File: src/rtl/cfg_lane_pkg.sv
package cfg_lane_pkg;

  typedef enum logic [1:0] {
    ST_IDLE = 2'd0,
    ST_HDR  = 2'd1,
    ST_WIN  = 2'd2,
    ST_RESP = 2'd3
  } seq_state_e;

  localparam int unsigned FORCE_BE_BIT = 20;

  function automatic logic size_legal(input logic [2:0] sz);
    return (sz == 3'd1) || (sz == 3'd2) || (sz == 3'd4);
  endfunction

  function automatic logic [31:0] size_mask(input logic [2:0] sz);
    case (sz)
      3'd1:    return 32'h0000_00FF;
      3'd2:    return 32'h0000_FFFF;
      default: return 32'hFFFF_FFFF;
    endcase
  endfunction

endpackage

File: src/rtl/cfg_hdr_build.sv
module cfg_hdr_build
  import cfg_lane_pkg::*;
(
  input  logic [7:0]  bus_i,
  input  logic [7:0]  devfn_i,
  input  logic [1:0]  off_lo_i,
  input  logic [2:0]  size_i,
  output logic [31:0] hdr_o
);

  logic [3:0] lane_mask;
  logic [3:0] be;

  always_comb begin
    case (size_i)
      3'd1:    lane_mask = 4'b0001;
      3'd2:    lane_mask = 4'b0011;
      3'd4:    lane_mask = 4'b1111;
      default: lane_mask = 4'b0000;
    endcase
    be = lane_mask << off_lo_i;
  end

  always_comb begin
    hdr_o = '0;
    hdr_o[7:0]          = devfn_i;
    hdr_o[15:8]         = bus_i;
    hdr_o[19:16]        = be;
    hdr_o[FORCE_BE_BIT] = 1'b1;
  end

endmodule

File: src/rtl/cfg_lane_shift.sv
module cfg_lane_shift
  import cfg_lane_pkg::*;
(
  input  logic [2:0]  size_i,
  input  logic [1:0]  off_lo_i,
  input  logic [31:0] wdata_i,
  input  logic [31:0] rword_i,
  output logic [31:0] wdata_o,
  output logic [31:0] rdata_o
);

  logic [31:0] dmask;
  logic [4:0]  lane_sh;
  logic [4:0]  wr_sh;

  always_comb begin
    dmask   = size_mask(size_i);
    lane_sh = {off_lo_i, 3'b000};
    wr_sh   = (size_i == 3'd4) ? 5'd0 : lane_sh;
    wdata_o = (wdata_i & dmask) << wr_sh;
    rdata_o = (rword_i >> lane_sh) & dmask;
  end

endmodule

File: src/rtl/cfg_seq_fsm.sv
module cfg_seq_fsm
  import cfg_lane_pkg::*;
(
  input  logic       clk,
  input  logic       rst_n,
  input  logic       accept_i,
  input  logic       legal_i,
  output seq_state_e state_o,
  output logic       done_o
);

  seq_state_e state_q, state_d;
  logic       done_q, done_d;

  always_comb begin
    state_d = state_q;
    case (state_q)
      ST_IDLE: if (accept_i) state_d = legal_i ? ST_HDR : ST_RESP;
      ST_HDR:  state_d = ST_WIN;
      ST_WIN:  state_d = ST_RESP;
      default: state_d = ST_IDLE;
    endcase
    done_d = (state_q == ST_RESP);
  end

  always_ff @(posedge clk or negedge rst_n) begin
    if (!rst_n) begin
      state_q <= ST_IDLE;
      done_q  <= 1'b0;
    end else begin
      state_q <= state_d;
      done_q  <= done_d;
    end
  end

  assign state_o = state_q;
  assign done_o  = done_q;

endmodule

File: src/rtl/cfg_lane_gen.sv
module cfg_lane_gen
  import cfg_lane_pkg::*;
#(
  parameter int unsigned        ADDR_W    = 32,
  parameter int unsigned        OFS_W     = 12,
  parameter logic [ADDR_W-1:0]  BASE_ADDR = 32'h4000_0000,
  parameter logic [ADDR_W-1:0]  HDR_OFS   = 32'h0000_0140,
  parameter logic [ADDR_W-1:0]  WIN_OFS   = 32'h0000_1000
) (
  input  logic              clk,
  input  logic              rst_n,
  input  logic              req_valid,
  input  logic              req_write,
  input  logic [7:0]        req_bus,
  input  logic [7:0]        req_devfn,
  input  logic [OFS_W-1:0]  req_offset,
  input  logic [2:0]        req_size,
  input  logic [31:0]       req_wdata,
  output logic              busy,
  output logic              mst_en,
  output logic              mst_we,
  output logic [ADDR_W-1:0] mst_addr,
  output logic [31:0]       mst_wdata,
  input  logic [31:0]       mst_rdata,
  output logic              done,
  output logic              err,
  output logic [31:0]       rdata
);

  localparam logic [ADDR_W-1:0] HDR_ADDR = BASE_ADDR + HDR_OFS;
  localparam logic [ADDR_W-1:0] WIN_ADDR = BASE_ADDR + WIN_OFS;
  localparam int unsigned       PAD_W    = ADDR_W - OFS_W;

  seq_state_e state;
  logic       accept;
  logic       fsm_done;

  // captured request
  logic             we_q,    we_d;
  logic [7:0]       bus_q,   bus_d;
  logic [7:0]       devfn_q, devfn_d;
  logic [OFS_W-1:0] off_q,   off_d;
  logic [2:0]       size_q,  size_d;
  logic [31:0]      wd_q,    wd_d;
  logic             ok_q,    ok_d;
  logic             err_q,   err_d;
  logic [31:0]      rd_q,    rd_d;

  logic [31:0] hdr_word;
  logic [31:0] wd_lane;
  logic [31:0] rd_lane;
  logic [ADDR_W-1:0] win_addr;

  assign accept = req_valid && (state == ST_IDLE);

  cfg_seq_fsm u_fsm (
    .clk      (clk),
    .rst_n    (rst_n),
    .accept_i (accept),
    .legal_i  (size_legal(req_size)),
    .state_o  (state),
    .done_o   (fsm_done)
  );

  cfg_hdr_build u_hdr (
    .bus_i    (bus_q),
    .devfn_i  (devfn_q),
    .off_lo_i (off_q[1:0]),
    .size_i   (size_q),
    .hdr_o    (hdr_word)
  );

  cfg_lane_shift u_shift (
    .size_i   (size_q),
    .off_lo_i (off_q[1:0]),
    .wdata_i  (wd_q),
    .rword_i  (mst_rdata),
    .wdata_o  (wd_lane),
    .rdata_o  (rd_lane)
  );

  // next-state for request capture and result registers
  always_comb begin
    we_d    = we_q;
    bus_d   = bus_q;
    devfn_d = devfn_q;
    off_d   = off_q;
    size_d  = size_q;
    wd_d    = wd_q;
    ok_d    = ok_q;
    err_d   = err_q;
    rd_d    = rd_q;
    if (accept) begin
      we_d    = req_write;
      bus_d   = req_bus;
      devfn_d = req_devfn;
      off_d   = req_offset;
      size_d  = req_size;
      wd_d    = req_wdata;
      ok_d    = size_legal(req_size);
    end
    if (state == ST_RESP) begin
      err_d = !ok_q;
      if (ok_q && !we_q) rd_d = rd_lane;
    end
  end

  always_ff @(posedge clk or negedge rst_n) begin
    if (!rst_n) begin
      we_q    <= 1'b0;
      bus_q   <= '0;
      devfn_q <= '0;
      off_q   <= '0;
      size_q  <= '0;
      wd_q    <= '0;
      ok_q    <= 1'b0;
      err_q   <= 1'b0;
      rd_q    <= '0;
    end else begin
      we_q    <= we_d;
      bus_q   <= bus_d;
      devfn_q <= devfn_d;
      off_q   <= off_d;
      size_q  <= size_d;
      wd_q    <= wd_d;
      ok_q    <= ok_d;
      err_q   <= err_d;
      rd_q    <= rd_d;
    end
  end

  assign win_addr = WIN_ADDR + {{PAD_W{1'b0}}, off_q[OFS_W-1:2], 2'b00};

  // register-master drive
  always_comb begin
    mst_en    = 1'b0;
    mst_we    = 1'b0;
    mst_addr  = '0;
    mst_wdata = '0;
    case (state)
      ST_HDR: begin
        mst_en    = 1'b1;
        mst_we    = 1'b1;
        mst_addr  = HDR_ADDR;
        mst_wdata = hdr_word;
      end
      ST_WIN: begin
        mst_en    = 1'b1;
        mst_we    = we_q;
        mst_addr  = win_addr;
        mst_wdata = we_q ? wd_lane : 32'h0;
      end
      default: ;
    endcase
  end

  assign busy  = (state != ST_IDLE);
  assign done  = fsm_done;
  assign err   = fsm_done && err_q;
  assign rdata = rd_q;

endmodule

File: config.mk
export PLATFORM = sky130hd
export DESIGN_NAME = cfg_lane_gen
export DESIGN_NICKNAME = d
export VERILOG_FILES = /design/src/rtl/cfg_lane_pkg.sv /design/src/rtl/cfg_hdr_build.sv /design/src/rtl/cfg_lane_shift.sv /design/src/rtl/cfg_seq_fsm.sv /design/src/rtl/cfg_lane_gen.sv
export SDC_FILE = /design/constraint.sdc
export NUM_CORES = 1
export LEC_CHECK = 0
export ABC_AREA = 1
export ABC_CLOCK_PERIOD_IN_PS = 3200
export BUFFER_PORTS_ARGS = -buffer_cell sky130_fd_sc_hd__buf_2
export CORE_MARGIN = 10
export CORE_UTILIZATION = 56
export CTS_BUF_LIST = sky130_fd_sc_hd__clkbuf_8
export CTS_CLUSTER_DIAMETER = 80
export DETAILED_ROUTE_END_ITERATION = 8
export GPL_TIMING_DRIVEN = 0
export PLACE_DENSITY = 0.94
export SYNTH_ARGS = -nofsm -noshare
export SYNTH_HDL_FRONTEND = slang
export SYNTH_SLANG_ARGS = --single-unit
File: constraint.sdc
create_clock -name clk -period 3.2 [get_ports clk]
set_input_delay 0.32 -clock clk [delete_from_list [all_inputs] [get_ports clk]]
set_output_delay 0.32 -clock clk [all_outputs]
set_load 0.005 [all_outputs]
### Word level (Yosys, flattened, before mapping)

Index checks and enable logic that the tools add are counted.

| word-level totals | value |
|---|---|
| register bits | 101 |
| input port bits | 99 |

| cells by class | value |
|---|---|
| $add $sub $neg | 1 |
| eq/ne operators | 10 |
| shift-type cells | 3 |
| mux-type cells | 11 |
| bitwise operators | 2 |
| reduce and logical (&&, ||, !) cells | 11 |

Operators by type and width:

| kind | count |
|---|---|
| case mux 32 bit (2 select lines) | 3 |
| bitwise AND 32 bit | 2 |
| adder 31 x 12 -> 32 bit (first input constant) | 1 |
| two-way mux 32 bit | 1 |
| left shift 32 x 5 -> 32 bit | 1 |
| right shift 32 x 5 -> 32 bit | 1 |
| case mux 4 bit (3 select lines) | 1 |
| equality test 3 x 1 -> 1 bit (second input constant) | 2 |
| equality test 3 x 2 -> 1 bit (second input constant) | 2 |
| equality test 3 bit (second input constant) | 2 |
| case mux 2 bit (3 select lines) | 1 |
| two-way mux 5 bit | 1 |
| equality test 2 bit (second input constant) | 2 |
| two-way mux 2 bit | 2 |
| left shift 4 x 2 -> 4 bit | 1 |
| logical AND 1 bit | 3 |
| equality test 2 x 1 -> 1 bit (second input constant) | 1 |
| zero test 1 bit | 2 |
| zero test 2 bit | 1 |
| logical OR 1 bit | 2 |
| inequality test 2 bit (second input constant) | 1 |
| case mux 1 bit (2 select lines) | 1 |
| AND reduction 2 bit | 1 |
| nonzero test 2 bit | 1 |
| other kinds (2) | 2 |

### Longest topological paths before layout

| depth | value |
|---|---|
| depth after elaboration | 6 |
| mapped depth | 10 |

### Cells and area by module

A second synthesis with hierarchy kept.

| unflattened totals | value |
|---|---|
| cell total of the unflattened synthesis | 957 |
| area total of the unflattened synthesis | 6520.0 um^2 |

By module, submodules not included:

| module | instances | cells each | area an instance (um^2) |
|---|---|---|---|
| cfg_lane_gen | 1 | 587 | 4583.1 |
| cfg_lane_shift | 1 | 293 | 1425.1 |
| cfg_hdr_build | 1 | 55 | 325.3 |
| cfg_seq_fsm | 1 | 22 | 186.4 |

### Least setup slack after synthesis

Ideal clock, no wire load.

| path | value |
|---|---|
| path type | register to output |
| from | register u_fsm.state_q[0] (netlist: u_fsm.state_o[0]) |
| to | output mst_wdata[11] |
| arrival time | 1.568 ns |
| data required time | 2.880 ns |
| setup slack | 1.312 ns |
| stages on the path, launching flop included | 8 |
| buffers on the path | 1 |
| cell sequence | dfrtp_1 inv_1 ha_1 inv_1 nor2_4 nand2_2 clkbuf_1 o21ai_0 |

| on the way | value |
|---|---|
| word-level cells in the longest chain between the ends | 2 |
| elaborated cells between the ends (all ways) | 3 |

Ends and longest elaborated chain:

| element | line | text |
|---|---|---|
| from (decl) | cfg_seq_fsm.sv:12 | `seq_state_e state_q, state_d;` |
| from (signal assigned) | cfg_seq_fsm.sv:31 | `state_q <= state_d;` |
| equality test 2 bit or equality test 2 x 1 -> 1 bit (tied branches) | cfg_lane_gen.sv:140 | `case (state)` |
| case mux 32 bit (2 select lines) * | cfg_lane_gen.sv:140 |  |
| to (decl) | cfg_lane_gen.sv:23 | `output logic [31:0] mst_wdata,` |

Mark *: on every way between the ends. The rest lies on a longest branch, timed or not.

### Final worst setup path

| path | value |
|---|---|
| from | register u_fsm.state_q[0] (netlist: u_fsm.state_o[0]) |
| to | output mst_wdata[15] |

Same word-level chain as after synthesis.

==> metrics.txt <==
buffer depth of the longest clock path=2; max_cap viols=0; WP data required=2880 ps; post-synthesis mux area share=0.0145; H-tree depth=3; CTS Hold Buffers Added=1; Seq/Total Area, Yosys=0.459; total gr overflow=0; kind of critical path=reg -> out; largest family of logic cells by synthesized area=simple AND/OR/NAND/NOR gates; simple-gate area share of the yosys netlist=0.316; outcome=finished, violations left; Worst Path Arrival=2590 ps; max-slew violation count=0; CP startpoint kind=flip-flop; Die W=119 µm; Placement Rows=36; number of synthesized flops with an enable pin=0; most frequent cells in the layout=nand2_1, buf_2, dfrtp_1; synthesized area=5510 µm²; unrepaired setup endpoints after global routing=no; drt initial violations=744; first-pass GRT wire length=29.6 mm; post-route ant nets=0; number of top-level pins=200; Synth Area in XOR/XNOR=0; via-per-instance ratio=5.34; GPL Wtd Cong=0.970; post-synthesis compound-gate area fraction=0.108; synth top area cells=dfrtp_1, nand2_1, o21ai_0, nand3_1, buf_4; Core Region=9680 µm²; CTS buffer count=9; worst slew margin relative to its limit=0.606; postcts setup bufs=0; prevailing post-synth register cell=dfrtp_1; Max Clock Freq=0.344 GHz; largest net degree at the start of global routing=75; # DRC=1; post-synthesis adder-cell area fraction=0.00909; Die ar.=14200 µm²; fin crit period=2910 ps; Critical Path End Type=primary output; Synth Register Bits=101; antenna violations before repair=1; Nets=1066; crit-path max FO=10; Worst Tran Pin Value=591 ps; Hold Vio Cnt, Final=0; Die H=119 µm; pwr dens=976 nW/µm²; TritonCTS clock tree=done; initial core utilization=0.569; most common library cell in the layout ignoring fill and taps=nand2_1; Yosys warning count=0; clock sinks=101; Tcrit/Tclk final=0.909; Clock Latency Late Sink=370 ps; total number of vias=5877; setup TNS=0 ps; CTS root buffer=clkbuf_8; number of global-route vias before repair=5946; synthesized area per cell=7.32 µm²; asr flop ratio synth=1.00; layout cells sized above 1=0.258; port bufs=179; Resized cells post-CTS=0; top cell type's share of synthesized area=0.459; Pre-antenna DRT Iters=8; # setup viols final=0; WL per Instance=17.0 µm; P_leak=3.93 nW; Fin Clk Skew=9.18 ps; gr usage total=0.255; Netlist cell types=31; Synth area leader=dfrtp_1; # diodes=0; Post-Route WL=18.8 mm; HPWL after DPL=14.4 mm; Layout area overhead=25.1%; worst hold path type=in -> reg; Reg clk slew, reported paths=100 ps; Util after Layout=0.712; failing checks=DRC; Mapped Cells=752; Max VDD drop=0.000474 V
-- power breakdown --
part / switching, mW / internal (mW) / leakage [nW]
Sequential: 0.395 / 1.88 / 1.25
Clock: 0.455 / 0.406 / 0.107
Combinational: 2.30 / 1.30 / 2.57
Total: 3.15 / 3.58 / 3.93
-- routing by layer --
metal	track usage	share of wire	vias up
li1	-	-	2762
met4	0.115	0.035	0
met5	0	0	-
met3	0.0685	0.11	48
met1	0.308	0.39	2671
met2	0.416	0.47	396
-- kinds of logic (layout without fill, tap and decap cells) --
logic type,after synthesis,in the layout
other cells,1,20
mux,8,8
fa+ha+maj,4,4
compound gates,112,112
buf+inv,99,296
simple gates,427,427
flops,101,101
-- final cells by class --
| class | count | area (µm²) |
|---|---|---|
| Fill cell | 788 | 2790 |
| Multi-Input combinational cell | 571 | 2540 |
| Sequential cell | 101 | 2530 |
| Timing Repair Buffer | 181 | 936 |
| Buffer | 63 | 372 |
| Tap cell | 133 | 166 |
| Clock buffer | 11 | 151 |
| Inverter | 36 | 136 |
| Clock inverter | 5 | 58.8 |
-- per-stage QoR --
stage	std cells	worst slack [ps]	hold WS, ps	area, µm²	total power [mW]
3_3_place_gp	1083	742	458	6640	5.65
4_1_cts	1101	307	135	6890	6.65
2_1_floorplan	771	1310	24.4	5580	4.48
5_1_grt	1101	132	133	6890	7.26
3_5_place_dp	1084	722	264	6670	5.78
6_report	1101	290	135	6890	6.73
-- synthesized netlist by cell type, types with 2 or more instances --
| cell | instances |
|---|---|
| a21oi_1 | 25 |
| a22o_1 | 7 |
| buf_2 | 12 |
| buf_4 | 22 |
| buf_6 | 2 |
| buf_8 | 2 |
| clkbuf_1 | 24 |
| dfrtp_1 | 101 |
| ha_1 | 4 |
| inv_1 | 34 |
| mux2i_1 | 8 |
| nand2_1 | 340 |
| nand2_2 | 4 |
| nand2_4 | 4 |
| nand3_1 | 45 |
| nand3_2 | 3 |
| nand4_1 | 2 |
| nor2_1 | 25 |
| nor2_4 | 2 |
| o21ai_0 | 57 |
| o21ai_1 | 19 |
-- state kept, by name (all words and copies together) (netlist names), 2 cells and up --
name	cells
bus_q	8
wd_q	32
rdata	32
u_fsm.state_o	2
off_q	12
devfn_q	8
size_q	3
-- worst max-delay path, stage by stage, from the launching register on --
cell,delay [ps]
dfrtp_1,390
inv_1,80
ha_1,390
inv_1,170
nor2_4,290
nand2_2,150
clkbuf_1,210
o21ai_0,340
buf_2,180
-- path summary, 6_finish.rpt --
check                            startpoint       endpoint  slack (ps)  cells past startpoint
max reg2reg                u_fsm.state_o[0]       off_q[0]        1210                      6
min                           req_wdata[10]       wd_q[10]         140                      3
min reg2reg                       rdata[13]      rdata[13]         490                      2
max in group asynchronous             rst_n       wd_q[14]        2100                      3
max                        u_fsm.state_o[0]  mst_wdata[15]         290                      8
min in group asynchronous             rst_n       rdata[5]         410                      2
Power figures use the tool's default switching activity.
